===== config.mk =====
export PLATFORM = sky130hd
export DESIGN_NAME = stereo_lockstep_fifo
export DESIGN_NICKNAME = d
export VERILOG_FILES = /design/src/rtl/stereo_fifo_pkg.sv /design/src/rtl/sf_half.sv /design/src/rtl/sf_guard.sv /design/src/rtl/stereo_lockstep_fifo.sv
export SDC_FILE = /design/constraint.sdc
export NUM_CORES = 1
export LEC_CHECK = 0
export ABC_AREA = 0
export ABC_CLOCK_PERIOD_IN_PS = 4500
export BUFFER_PORTS_ARGS = -buffer_cell sky130_fd_sc_hd__buf_4
export CAP_MARGIN = 30
export CELL_PAD_IN_SITES_DETAIL_PLACEMENT = 2
export CELL_PAD_IN_SITES_GLOBAL_PLACEMENT = 2
export CORE_MARGIN = 2
export CORE_UTILIZATION = 30
export CTS_BUF_LIST = sky130_fd_sc_hd__clkbuf_8 sky130_fd_sc_hd__clkbuf_16
export CTS_CLUSTER_DIAMETER = 60
export DETAILED_ROUTE_END_ITERATION = 10
export PLACE_DENSITY = 0.66
export SLEW_MARGIN = 30
export SYNTH_ARGS = -nofsm -noshare
export SYNTH_HDL_FRONTEND = slang
export SYNTH_SLANG_ARGS = --single-unit

===== constraint.sdc =====
create_clock -name clk -period 4.5 [get_ports clk]
set_input_delay 0.45 -clock clk [delete_from_list [all_inputs] [get_ports clk]]
set_output_delay 0.45 -clock clk [all_outputs]
set_load 0.05 [all_outputs]

===== src/rtl/stereo_fifo_pkg.sv =====
package stereo_fifo_pkg;

    typedef enum logic [1:0] {
        GRD_PAIRED = 2'd0,
        GRD_SKIP_L = 2'd1,
        GRD_SKIP_R = 2'd2
    } guard_state_t;

    localparam int NUM_CH = 2;
    localparam int CH_L   = 0;
    localparam int CH_R   = 1;

endpackage


===== src/rtl/sf_half.sv =====
module sf_half #(
    parameter int WIDTH = 20,
    parameter int DEPTH = 8
) (
    input  logic                         clk,
    input  logic                         rst,
    input  logic                         push,
    input  logic                         pop,
    input  logic [WIDTH-1:0]             din,
    output logic [WIDTH-1:0]             dout,
    output logic                         full,
    output logic                         empty,
    output logic [$clog2(DEPTH+1)-1:0]   count
);
    localparam int AW = (DEPTH > 1) ? $clog2(DEPTH) : 1;
    localparam int CW = $clog2(DEPTH + 1);

    logic [WIDTH-1:0] mem [DEPTH];
    logic [AW-1:0]    wr_ptr;
    logic [AW-1:0]    rd_ptr;
    logic [CW-1:0]    fill;

    function automatic logic [AW-1:0] advance(input logic [AW-1:0] p);
        return (p == AW'(DEPTH - 1)) ? '0 : p + 1'b1;
    endfunction

    // Sample storage, no reset needed
    always_ff @(posedge clk) begin
        if (push) begin
            mem[wr_ptr] <= din;
        end
    end

    always_ff @(posedge clk) begin
        if (rst) begin
            wr_ptr <= '0;
            rd_ptr <= '0;
            fill   <= '0;
        end else begin
            if (push) wr_ptr <= advance(wr_ptr);
            if (pop)  rd_ptr <= advance(rd_ptr);
            unique case ({push, pop})
                2'b10:   fill <= fill + 1'b1;
                2'b01:   fill <= fill - 1'b1;
                default: fill <= fill;
            endcase
        end
    end

    always_comb begin
        dout  = mem[rd_ptr];
        full  = (fill == CW'(DEPTH));
        empty = (fill == '0);
        count = fill;
    end

endmodule


===== src/rtl/sf_guard.sv =====
module sf_guard
    import stereo_fifo_pkg::*;
(
    input  logic clk,
    input  logic rst,
    input  logic req_l,
    input  logic req_r,
    input  logic blk_l,
    input  logic blk_r,
    output logic go_l,
    output logic go_r,
    output logic fault_l,
    output logic fault_r
);
    guard_state_t state_q;
    guard_state_t state_nxt;
    logic         mask_l;
    logic         mask_r;

    // State register
    always_ff @(posedge clk) begin
        if (rst) state_q <= GRD_PAIRED;
        else     state_q <= state_nxt;
    end

    // Outputs: which accesses proceed and which are faults
    always_comb begin
        mask_l = 1'b0;
        mask_r = 1'b0;
        unique case (state_q)
            GRD_PAIRED: ;
            GRD_SKIP_L: mask_l = 1'b1;
            GRD_SKIP_R: mask_r = 1'b1;
            default:    ;
        endcase
        go_l    = req_l & ~mask_l & ~blk_l;
        go_r    = req_r & ~mask_r & ~blk_r;
        fault_l = req_l & ~mask_l &  blk_l;
        fault_r = req_r & ~mask_r &  blk_r;
    end

    // Transitions: CONSUME, then ARM_L / ARM_R override, else HOLD
    always_comb begin
        state_nxt = state_q;
        unique case (state_q)
            GRD_PAIRED: ;
            GRD_SKIP_L: if (req_l) state_nxt = GRD_PAIRED;
            GRD_SKIP_R: if (req_r) state_nxt = GRD_PAIRED;
            default:    state_nxt = GRD_PAIRED;
        endcase
        if (fault_l && !fault_r) begin
            state_nxt = GRD_SKIP_R;
        end else if (fault_r && !fault_l) begin
            state_nxt = GRD_SKIP_L;
        end
    end

endmodule


===== src/rtl/stereo_lockstep_fifo.sv =====
module stereo_lockstep_fifo
    import stereo_fifo_pkg::*;
#(
    parameter int WIDTH = 20,
    parameter int DEPTH = 8
) (
    input  logic                       clk,
    input  logic                       rst,
    input  logic                       wr_left_en,
    input  logic [WIDTH-1:0]           wr_left_data,
    input  logic                       wr_right_en,
    input  logic [WIDTH-1:0]           wr_right_data,
    input  logic                       rd_left_en,
    input  logic                       rd_right_en,
    output logic [WIDTH-1:0]           rd_left_data,
    output logic [WIDTH-1:0]           rd_right_data,
    output logic                       left_full,
    output logic                       left_empty,
    output logic                       right_full,
    output logic                       right_empty,
    output logic [$clog2(DEPTH+1)-1:0] left_count,
    output logic [$clog2(DEPTH+1)-1:0] right_count,
    input  logic [3:0]                 flag_clr,
    output logic [3:0]                 fault_flags
);
    localparam int CW = $clog2(DEPTH + 1);

    logic [NUM_CH-1:0] wr_req, rd_req, full_v, empty_v;
    logic [NUM_CH-1:0] push_v, pop_v, wfault_v, rfault_v;
    logic [WIDTH-1:0]  din_v  [NUM_CH];
    logic [WIDTH-1:0]  dout_v [NUM_CH];
    logic [CW-1:0]     cnt_v  [NUM_CH];
    logic [3:0]        flags_q;
    logic [3:0]        flags_set;

    always_comb begin
        wr_req        = {wr_right_en, wr_left_en};
        rd_req        = {rd_right_en, rd_left_en};
        din_v[CH_L]   = wr_left_data;
        din_v[CH_R]   = wr_right_data;
    end

    sf_guard u_wr_guard (
        .clk     (clk),
        .rst     (rst),
        .req_l   (wr_req[CH_L]),
        .req_r   (wr_req[CH_R]),
        .blk_l   (full_v[CH_L]),
        .blk_r   (full_v[CH_R]),
        .go_l    (push_v[CH_L]),
        .go_r    (push_v[CH_R]),
        .fault_l (wfault_v[CH_L]),
        .fault_r (wfault_v[CH_R])
    );

    sf_guard u_rd_guard (
        .clk     (clk),
        .rst     (rst),
        .req_l   (rd_req[CH_L]),
        .req_r   (rd_req[CH_R]),
        .blk_l   (empty_v[CH_L]),
        .blk_r   (empty_v[CH_R]),
        .go_l    (pop_v[CH_L]),
        .go_r    (pop_v[CH_R]),
        .fault_l (rfault_v[CH_L]),
        .fault_r (rfault_v[CH_R])
    );

    generate
        for (genvar ch = 0; ch < NUM_CH; ch++) begin : g_chan
            sf_half #(
                .WIDTH (WIDTH),
                .DEPTH (DEPTH)
            ) u_half (
                .clk   (clk),
                .rst   (rst),
                .push  (push_v[ch]),
                .pop   (pop_v[ch]),
                .din   (din_v[ch]),
                .dout  (dout_v[ch]),
                .full  (full_v[ch]),
                .empty (empty_v[ch]),
                .count (cnt_v[ch])
            );
        end
    endgenerate

    // Sticky faults: a new fault wins over a clear of the same bit
    assign flags_set = {rfault_v[CH_R], rfault_v[CH_L], wfault_v[CH_R], wfault_v[CH_L]};

    always_ff @(posedge clk) begin
        if (rst) flags_q <= '0;
        else     flags_q <= (flags_q & ~flag_clr) | flags_set;
    end

    always_comb begin
        rd_left_data  = dout_v[CH_L];
        rd_right_data = dout_v[CH_R];
        left_full     = full_v[CH_L];
        right_full    = full_v[CH_R];
        left_empty    = empty_v[CH_L];
        right_empty   = empty_v[CH_R];
        left_count    = cnt_v[CH_L];
        right_count   = cnt_v[CH_R];
        fault_flags   = flags_q;
    end

endmodule


# After elaboration in Yosys (flattened, before gate mapping)

Memories as Yosys holds them, arrays and structs flattened. A register that Yosys moved wholly into a read port is not among the register bits.
Cells that the tools add are included.

Add/sub/neg operators: 8
Multipliers: 0
Divide/modulo/power cells: 0
Magnitude comparators: 0
Eq/ne operators: 26
Shifts and indexed selects: 0
Multiplexer cells: 28
Bitwise gates (word level): 23
Reduce and logical (&&, ||, !) cells: 20

Operator list:

| cell                                             | number |
|---|---|
| 2-to-1 mux 3 bit                                 | 8 |
| 2-to-1 mux 2 bit                                 | 8 |
| != test 4 x 2 -> 1 bit, second input constant    | 4 |
| one-hot mux 4 bit (2 select lines)               | 2 |
| adder 3 x 1 -> 3 bit, second input constant      | 4 |
| AND 1 bit                                        | 12 |
| == test 3 bit, second input constant             | 4 |
| != test 3 x 2 -> 1 bit, second input constant    | 4 |
| one-hot mux 2 bit (3 select lines)               | 2 |
| AND reduction 3 bit                              | 4 |
| adder 4 x 1 -> 4 bit, second input constant      | 2 |
| == test 2 x 1 -> 1 bit, second input constant    | 4 |
| == test 2 bit, second input constant             | 4 |
| == test 4 bit, second input constant             | 2 |
| logical NOT 4 bit                                | 2 |
| 2-to-1 mux 1 bit                                 | 8 |
| inverter 1 bit                                   | 8 |
| subtractor 4 x 1 -> 4 bit, second input constant | 2 |
| != test 3 x 1 -> 1 bit, second input constant    | 2 |
| AND 4 bit                                        | 1 |
| logical AND 1 bit                                | 4 |
| logical NOT 1 bit                                | 4 |
| logical NOT 2 bit                                | 2 |
| != test 2 x 1 -> 1 bit, second input constant    | 2 |
| other kinds (4)                                  | 6 |

Register bits after elaboration: 28
Bits in latches: 0
RAM bits: 320
Bits in read-only memories: 0
Bits of input ports: 50
Memories kept: 2

Memories:

| name                 | words | width | read ports | clocked after Yosys merged registers in | wr ports | RTL line      | text |
|---|---|---|---|---|---|---|---|
| g_chan[0].u_half.mem | 8     | 20    | 1          | 1                                       | 1        | sf_half.sv:18 | `logic [WIDTH-1:0] mem [DEPTH];` |
| g_chan[1].u_half.mem | 8     | 20    | 1          | 1                                       | 1        | sf_half.sv:18 |  |

# Depth between registers and ports, before layout

Depth after elaboration: 9
Mapped depth: 11
Mapped depth without buffers: 10

# By module

A second synthesis with hierarchy kept.

Cell total of the unflattened synthesis: 665
Area, all modules: 14118.5 sq um

Modules (own cells, without submodules):

| module                 | times used | cells an instance | area an instance (sq um) |
|---|---|---|---|
| sf_half                | 2          | 306               | 6826.5 |
| sf_guard at u_rd_guard | 1          | 19                | 168.9 |
| sf_guard at u_wr_guard | 1          | 18                | 156.4 |
| stereo_lockstep_fifo   | 1          | 16                | 140.1 |

# Least setup slack after synthesis

Ideal clock, no wire load.

Path kind: register -> register
Start: register g_chan[1].u_half.fill[1]
End: memory g_chan[1].u_half.mem[0][0], enable pin
Setup time: 0.448 ns
Arrival: 3.262 ns
Required time: 4.052 ns
Setup slack: 0.790 ns
Cell stages (with the launch flop): 5
Path buffers: 1
Period minus slack after synthesis: 3.710 ns
Cells stage by stage: dfxtp_1 -> buf_2 -> nor4b_4 -> nand3b_4 -> nor4_1

Cells in the longest elaborated chain, start to end: 5

Ends and longest elaborated chain:

| item                                   | RTL line                   | text |
|---|---|---|
| from (decl)                            | sf_half.sv:21              | `logic [CW-1:0] fill;` |
| from (signal assigned)                 | sf_half.sv:43              | `2'b10: fill <= fill + 1'b1;` |
| from (signal assigned)                 | sf_half.sv:44              | `2'b01: fill <= fill - 1'b1;` |
| from (signal assigned)                 | sf_half.sv:45              | `default: fill <= fill;` |
| == test 4 bit                          | sf_half.sv:52              | `full = (fill == CW'(DEPTH));` |
| named net right_full                   | stereo_lockstep_fifo.sv:19 | `output logic right_full,` |
| inverter 1 bit                         | sf_guard.sv:37             | `go_r = req_r & ~mask_r & ~blk_r;` |
| AND 1 bit                              | sf_guard.sv:37             |  |
| 2-to-1 mux 1 bit                       | sf_half.sv:29              | `if (push) begin` |
| 2-to-1 mux 1 bit (not written as such) | sf_half.sv:30              | `mem[wr_ptr] <= din;` |
| to (decl)                              | sf_half.sv:18              |  |

The timed path passes the listed nets, and every way through them passes these cells.

==> impl_metrics.py <==
metrics = {
    "timing": {
        "period_minus_slack_ps": 3130,
        "maxSlewViolCount": 0,
        "tightestPinTransition_ps": 869,
        "max_freq_mhz": 319,
        "setup_tns_ps": 0,
        "timing.final.crit_share_pct": 69.6,
        "grt_setup_unrepaired": "no",
        "fin_skew_ps": 24.1,
        "setup_viol": 0,
        "finalHoldViolCount": 0,
        "slew_headroom_pct": 42.0,
    },
    "pwr": {
        "ir_worst_vdd_mv": 0.332,
        "p_leak_nw": 5.73,
        "power.total_mw": 9.70,
        "power.density_nw_per_um2": 573,
    },
    "final_layout": {
        "diodes": 0,
        "final_common_cell": "edfxtp_1",
        "fin_nets": 867,
        "layout_common_cells": "edfxtp_1 (320), buf_4 (123), mux4_1 (52), clkbuf_16 (43), mux2_2 (42)",
        "area_delta_synth_final_pct": 20.3,
        "drive_gt1_share_pct": 33.3,
        "fillers": 4514,
    },
    "floorplanning": {
        "dieHeight_um": 221,
        "die-area_um2": 48600,
        "core_area_um2": 46500,
        "die_w_um": 221,
        "fp-row-count": 79,
        "start_util_pct": 30.3,
        "ios": 106,
    },
    "setup_path": {
        "worst_ep_required_time_ps": 4050,
        "timing.rr.end": "g_chan[0].u_half.count[2]",
        "reg2reg_from": "g_chan[0].u_half.count[1]",
        "crit_end": "rd_left_data[4]",
        "reg2reg_depth": 10,
        "crit_top_cell": "buf_4",
        "setup.worst_path.start_class": "flop",
        "worstPathCellList": "buf_4 -> mux4_1 -> mux2_2 -> buf_4",
        "max_stage_delay_ps": 620,
        "path_delay_family": "multiplexers",
        "cp_max_fo": 19,
        "critical_path_class": "flop to output pin",
        "endpoint_kind": "output pin",
        "r2r_setup_slack_ps": 1990,
        "arrival_ps": 2680,
        "cp.depth": 4,
        "critPathSlowestCell": "mux4_1",
        "critPathBufInv": 2,
    },
    "detailed_routing": {
        "drt_wl_total_mm": 32.7,
        "route.vias.total": 6843,
        "viasPerCell": 4.77,
        "antenna_left": 0,
        "drc": 0,
        "dr.pass1.iters": 4,
        "post_drt_wl_per_cell_um": 22.8,
        "drt_iter0_markers": 402,
    },
    "clocking": {
        "cts.clk_slew.worst_paths_ps": 60,
        "cts-htree-levels": 2,
        "cts_tree": "yes",
        "cts-resized-gates": 0,
        "clock_path_buffers": 3,
        "numClockSinks": 354,
        "cts_hold_buf": 0,
        "postCtsSetupRepairBufs": 0,
        "root_buffer": "clkbuf_16",
        "cts_buffers": 41,
        "clk_latency_ps": 550,
    },
    "synthesis": {
        "synthTopCellsByArea": "edfxtp_1 (68%), mux4_1 (9.7%), dfxtp_1 (4.8%)",
        "yosys.area.top_type": "edfxtp_1",
        "syn_area_per_cell_um2": 21.3,
        "yosysUniqueCellTypes": 35,
        "ys_ff_latch": 354,
        "ys.warnings.count": 0,
        "syn_area_um2": 14100,
        "synth_cells": 660,
        "yosysTopAreaCellShare_pct": 68.3,
        "ys_seq_area_share_pct": 73.1,
        "synthesis.nets": 728,
    },
    "placed_design": {
        "gp_congestion": 0.664,
        "port_buffers": 105,
        "hpwl_mm": 19.4,
    },
    "global_route": {
        "grt_pass1_vias": 7573,
        "overflow": 0,
        "grt_first_pass_wirelength_mm": 49.3,
        "track_usage_pct": 13.7,
        "grt_max_degree": 41,
        "antenna_found_initial": 1,
    },
    "worst_hold_path": {
        "hp-class": "primary input to flop",
    },
    "job": {
        "maxCapViolations": 0,
    },
    "run_status": {
        "run_status": "complete, no violations",
    },
}
## power breakdown
| group | switching [mW] | total [mW] | internal [mW] | leakage [nW] |
|---|---|---|---|---|
| clock | 1.32 | 3.14 | 1.82 | 0.669 |
| sequential | 0.150 | 3.95 | 3.80 | 3.18 |
| combinational | 1.57 | 2.61 | 1.04 | 1.88 |
## how the worst min path moves through the flow
stage	start	to	cells after the start
floorplan	g_chan[0].u_half.rd_ptr[1]	flop	2
global placement	fault_flags[1]	fault_flags[1]	2
detailed placement	fault_flags[1]	fault_flags[1]	2
CTS	wr_left_data[8]	g_chan[0].u_half.mem[7][8]	1
global route	wr_left_data[8]	g_chan[0].u_half.mem[7][8]	1
finish	wr_right_data[10]	g_chan[1].u_half.mem[5][10]	1
## state kept, by name, indices dropped and copies added (netlist names), named ones only
register              count
g_chan.u_half.mem       320
u_wr_guard.state_q        2
g_chan.u_half.count       8
g_chan.u_half.wr_ptr      6
g_chan.u_half.rd_ptr      6
fault_flags               4
u_rd_guard.state_q        2
## cells in the mapped netlist (all sizes together)
library cell	count
nand4b	2
nand3b	5
inv	7
or3	6
nand2b	14
nor4	4
xor2	6
mux2i	8
or3b	2
o22ai	3
nand2	12
edfxtp	320
nor4b	3
nor3b	2
a32o	2
clkbuf	11
dfxtp	34
mux4	80
a2111oi	1
a21oi	16
mux2	42
ha	18
nand3	5
o21ai	5
buf	16
nor2	24
nor3	10
nor2b	2
## kinds of logic after synthesis
logic type | synth area share [%]
muxes | 18.1
and+or+nand+nor | 4.12
AOI/OAI and AO/OA | 1.08
DFF | 73.1
buffers and inverters | 1.57
xor gates and xnor gates | 0.373
adders and majority gates | 1.60
## per-layer routing
metal	vias to the layer above	global-route usage (%)	wire (um)
li1	3041	-	-
met1	3621	17.9	14200
met2	131	22.9	16300
met3	48	3.12	1400
met4	2	4.13	707
met5	-	0	12
## area by class of cell
cell class | count | area [um2] | share of cell area (%)
timing repair buffer | 123 | 923 | 5.46
clock inverter | 27 | 163 | 0.961
inverter | 7 | 26.3 | 0.155
clock buffer | 45 | 1100 | 6.52
multi-input combinational | 272 | 3650 | 21.6
tap | 607 | 759 | 4.49
sequential | 354 | 10300 | 60.8
## metrics by stage
step | utilization (%) | hold WS [ps] | instances | setup WS, ps | cell area [um2]
finish | 36.4 | 135 | 1435 | 1370 | 16900
global route | 36.4 | 107 | 1435 | 1210 | 16900
CTS | 36.4 | 92.2 | 1435 | 1260 | 16900
detailed placement | 33.7 | 465 | 1363 | 1880 | 15700
global placement | 33.7 | 464 | 1363 | 1950 | 15700
floorplan | - | 450 | 660 | 790 | 14100
(Power assumes the default switching activity.)
